### config.mk
export PLATFORM = sky130hd
export DESIGN_NAME = r2sdf_stage
export DESIGN_NICKNAME = d
export VERILOG_FILES = /design/src/rtl/sdf_pkg.sv /design/src/rtl/sdf_seq_ctrl.sv /design/src/rtl/sdf_delay_line.sv /design/src/rtl/sdf_bfly_core.sv /design/src/rtl/r2sdf_stage.sv
export SDC_FILE = /design/constraint.sdc
export NUM_CORES = 1
export LEC_CHECK = 0
export BUFFER_PORTS_ARGS = -buffer_cell sky130_fd_sc_hd__buf_2
export CAP_MARGIN = 20
export CORE_MARGIN = 10
export CORE_UTILIZATION = 55
export CTS_CLUSTER_SIZE = 20
export DETAILED_ROUTE_END_ITERATION = 6
export PLACE_DENSITY_LB_ADDON = 0.12
export SLEW_MARGIN = 25
export SYNTH_ARGS = -nofsm -noshare
export SYNTH_HDL_FRONTEND = slang
export SYNTH_SLANG_ARGS = --single-unit
### constraint.sdc
create_clock -name clk -period 9.2 [get_ports clk]
set_input_delay 1.38 -clock clk [delete_from_list [all_inputs] [get_ports clk]]
set_output_delay 1.38 -clock clk [all_outputs]
set_load 0.01 [all_outputs]
### src/rtl/sdf_pkg.sv
package sdf_pkg;
  typedef enum logic {
    PH_LOAD    = 1'b0,
    PH_COMBINE = 1'b1
  } sdf_phase_e;
endpackage

### src/rtl/sdf_seq_ctrl.sv
module sdf_seq_ctrl #(
  parameter int LD = 4,
  parameter int CW = LD + 2,
  parameter int AW = (LD == 0) ? 1 : LD
) (
  input  logic                 clk,
  input  logic                 rst,
  input  logic                 adv,
  output logic [CW-1:0]        cnt_o,
  output logic [AW-1:0]        addr_o,
  output sdf_pkg::sdf_phase_e  phase_o,
  output logic                 lastq_o
);
  logic [CW-1:0] cnt_q;

  always_ff @(posedge clk) begin
    if (rst)      cnt_q <= '0;
    else if (adv) cnt_q <= cnt_q + 1'b1;
  end

  generate
    if (LD == 0) begin : g_single
      assign addr_o = '0;
    end else begin : g_multi
      assign addr_o = cnt_q[AW-1:0];
    end
  endgenerate

  assign cnt_o   = cnt_q;
  assign phase_o = sdf_pkg::sdf_phase_e'(cnt_q[LD]);
  assign lastq_o = cnt_q[LD] & cnt_q[LD+1];
endmodule

### src/rtl/sdf_delay_line.sv
module sdf_delay_line #(
  parameter int DW = 34,
  parameter int D  = 16,
  parameter int AW = 4
) (
  input  logic          clk,
  input  logic          rst,
  input  logic          adv,
  input  logic [AW-1:0] addr,
  input  logic [DW-1:0] wdata,
  output logic [DW-1:0] rdata
);
  logic [DW-1:0] mem [D];

  always_ff @(posedge clk) begin
    if (rst) begin
      for (int i = 0; i < D; i++) mem[i] <= '0;
    end else if (adv) begin
      mem[addr] <= wdata;
    end
  end

  assign rdata = mem[addr];
endmodule

### src/rtl/sdf_bfly_core.sv
module sdf_bfly_core #(
  parameter int W = 16
) (
  input  sdf_pkg::sdf_phase_e  phase,
  input  logic                 rot,
  input  logic signed [W-1:0]  in_re,
  input  logic signed [W-1:0]  in_im,
  input  logic signed [W:0]    dly_re,
  input  logic signed [W:0]    dly_im,
  output logic signed [W:0]    res_re,
  output logic signed [W:0]    res_im,
  output logic signed [W:0]    wb_re,
  output logic signed [W:0]    wb_im
);
  logic signed [W:0] x_re, x_im, sum_re, sum_im, dif_re, dif_im;

  assign x_re   = (W+1)'(in_re);
  assign x_im   = (W+1)'(in_im);
  assign sum_re = dly_re + x_re;
  assign sum_im = dly_im + x_im;
  assign dif_re = dly_re - x_re;
  assign dif_im = dly_im - x_im;

  always_comb begin
    if (phase == sdf_pkg::PH_LOAD) begin
      res_re = dly_re;
      res_im = dly_im;
      wb_re  = x_re;
      wb_im  = x_im;
    end else begin
      wb_re = dif_re;
      wb_im = dif_im;
      if (rot) begin
        res_re = sum_im;
        res_im = -sum_re;
      end else begin
        res_re = sum_re;
        res_im = sum_im;
      end
    end
  end
endmodule

### src/rtl/r2sdf_stage.sv
module r2sdf_stage #(
  parameter int W = 16,
  parameter int D = 16
) (
  input  logic                clk,
  input  logic                rst,
  input  logic                rot_en,
  input  logic                in_valid,
  output logic                in_ready,
  input  logic signed [W-1:0] in_re,
  input  logic signed [W-1:0] in_im,
  input  logic                out_ready,
  output logic                out_valid,
  output logic signed [W:0]   out_re,
  output logic signed [W:0]   out_im
);
  localparam int LD = $clog2(D);
  localparam int CW = LD + 2;
  localparam int AW = (LD == 0) ? 1 : LD;
  localparam int DW = 2 * (W + 1);

  logic                 adv, lastq, rot_act;
  logic [CW-1:0]        cnt_q;
  logic [AW-1:0]        addr;
  sdf_pkg::sdf_phase_e  phase;
  logic [DW-1:0]        rd_word, wr_word;
  logic signed [W:0]    wr_re, wr_im;

  assign in_ready  = out_ready;
  assign out_valid = in_valid;
  assign adv       = in_valid & out_ready;
  assign rot_act   = rot_en & lastq;

  sdf_seq_ctrl #(.LD(LD), .CW(CW), .AW(AW)) u_seq (
    .clk(clk), .rst(rst), .adv(adv),
    .cnt_o(cnt_q), .addr_o(addr), .phase_o(phase), .lastq_o(lastq)
  );

  assign wr_word = {wr_re, wr_im};

  sdf_delay_line #(.DW(DW), .D(D), .AW(AW)) u_dly (
    .clk(clk), .rst(rst), .adv(adv), .addr(addr),
    .wdata(wr_word), .rdata(rd_word)
  );

  sdf_bfly_core #(.W(W)) u_core (
    .phase(phase), .rot(rot_act),
    .in_re(in_re), .in_im(in_im),
    .dly_re(rd_word[DW-1:W+1]), .dly_im(rd_word[W:0]),
    .res_re(out_re), .res_im(out_im),
    .wb_re(wr_re), .wb_im(wr_im)
  );
endmodule

==> results.yml <==
outcome:
  outcome: "completed"
worst_setup_path:
  required_ns: 7.82
  crit_fanout: 86
  cp-start-kind: "flip-flop"
  worstSetupEndpointType: "primary output"
  worstSetupPathType: "reg -> out"
  critPathArrivalTime_ns: 6.50
layout:
  fin_cells: 2954
  area_growth_pct: 9.96
  fin_area_mm2: 0.0308
  fin_nets: 2351
  final_core_util: 0.613
  layout-drive-gt1-share: 0.192
yosys:
  ys_seq_elements: 554
  avgSynthCellArea_um2: 12.6
  syn_inst: 2223
  synth_area_leaders: "edfxtp_1, mux4_2, nor2_1"
  synthTopCellsByCount: "nor2_1, edfxtp_1, mux4_2"
  yosysTopAreaCell: "edfxtp_1"
  synth_top_area_frac: 0.583
  synth_cell_types: 66
  synthesis.area_mm2: 0.0280
  syn_nets: 2335
  synth.most_common_cell: "nor2_1"
  async_flop_share: 0
  seq_area_frac_synth: 0.590
  synth_edf_count: 544
  ys.warnings.count: 0
  synth_ff_type: "edfxtp_1"
clock_tree:
  cts_tree: "built"
  clock_path_buffers: 3
  clock_latency_ns: 0.59
  path_clk_slew_ns: 0.06
  clk_root_buffer_cell: "clkbuf_16"
  numCtsBuffers: 53
  cts.sinks: 554
  cts_setup_buffers: 0
  hold_buffers: 0
  cts_resized: 0
  htreeDepth: 2
timing:
  worstMarginPinSlew_ns: 0.984
  slew_headroom: 0.336
  layout_min_cycle_time_ns: 7.88
  rsz0062_at_grt: "no"
  setup_viol: 0
  setup_tns_ns: 0
  slew_viol_final: 0
  post-route-period-util: 0.857
  setup_ws_ns: 1.32
  hold_viol: 0
  fmax_mhz: 127
  finClkSkew_ns: 0.0208
flow_run:
  cap_violations: 0
grt:
  grt_max_degree: 87
  antenna_found_initial: 1
  grt_pass1_vias: 19000
  globalRouteTotalUtil: 0.279
  grt_pass1_wl_um: 124000
  grt_overflow: 0
placed_design:
  dp_slack_ns: 1.90
  io_buffers: 72
  gp_congestion: 0.953
  dpl.hpwl_um: 49700
  dp.cells: 2856
  place_area_mm2: 0.0292
die:
  start_util: 0.558
  die_w_um: 246
  dieArea_mm2: 0.0604
  dieHeight_um: 246
  core.rowCount: 82
  coreArea_mm2: 0.0503
  ioPinCount: 73
detailed_routing:
  num_vias: 19000
  drc: 0
  drtIter0Drc: 2344
  postRouteAntennaNets: 0
  via_per_inst: 6.42
  routed_wl_um: 84600
  first_pass_iters: 7
  avgRoutedWirePerCell_um: 28.7
power_and_ir_drop:
  ir_drop_uv: 130
  power_density_mw_per_mm2: 189
  power.leakage_nw: 11.2
worst_hold_path:
  min_path_type: "reg -> reg"
  min_from: "u_seq.cnt_o[1]"
-- per-layer routing --
metal,track usage,share of wire,up-vias
met5,0,0,-
met4,0.0962,0.032,0
met3,0.0652,0.11,166
met2,0.457,0.48,1118
met1,0.362,0.37,9589
li1,-,-,8096
-- cells by family (layout without fill, tap and decap cells) --
family                     count (synthesis)  count (layout)  synth area share
buffers and inverters                    246             304            0.0336
other                                      0               1                 0
DFF                                      554             554             0.590
and+or+nand+nor                          882             882             0.131
adders and majority gates                 75              75            0.0345
xor gates and xnor gates                  56              56            0.0175
AOI/OAI and AO/OA                        220             220            0.0500
muxes                                    190             190             0.143
-- placed cells by master, fill, tap and decap left out, types with 53 or more instances in the layout --
cell type / n
a21oi_1: 61
buf_2: 72
buf_4: 60
clkbuf_16: 53
edfxtp_1: 544
ha_1: 71
inv_1: 72
mux4_2: 169
nand2_1: 76
nor2_1: 631
-- final timing paths --
path | endpoint | slack [ns] | cells past startpoint
setup / recovery | out_im[14] | 1.32 | 14
setup reg to reg | u_dly.mem[15][16] | 3.24 | 14
hold reg to reg | flip-flop | 0.54 | 2
hold / removal | flip-flop | 0.54 | 2
-- flip-flops by register name (all words and copies together) (netlist names), named ones only --
signal       flops
u_seq.cnt_o      6
u_dly.mem      544
-- metrics by stage --
| step | total power, W | hold slack [ns] |
|---|---|---|
| floorplan | 0.00352 | 0.483 |
| global placement | 0.00380 | 0.519 |
| detailed placement | 0.00382 | 0.509 |
| CTS | 0.00582 | 0.526 |
| global route | 0.00601 | 0.557 |
| finish | 0.00582 | 0.535 |
-- worst max-delay path, cell delays in order (launching register included) --
cell and delay [ns]:
dfxtp_4 0.91, buf_12 0.63, mux4_2 0.60, mux4_2 0.58
ha_1 0.56, nor2_1 0.07, a221oi_1 0.29, o221ai_1 0.17
or2_2 0.35, xnor2_1 0.34, and4_1 0.27, or4b_4 0.46
xor2_1 0.28, o221ai_2 0.14, buf_2 0.16
-- where the power goes --
group / leakage (nW) / internal [W] / switching [W]
clock: 0.771 / 0.00112 / 0.000914
combinational: 4.72 / 0.000329 / 0.000563
sequential: 5.71 / 0.00285 / 0.0000378
-- area by class of cell --
type                    instances  area [um^2]
fillers                      3952        19400
flip-flops and latches        554        16500
multi-input cells            1423        10700
clock buffers                  76         1450
repair buffers                134          851
well taps                     672          841
inverters                      73          274
clock inverters                21          144
diodes                          1         2.50
Note: power is estimated with default switching activity, not from simulation.
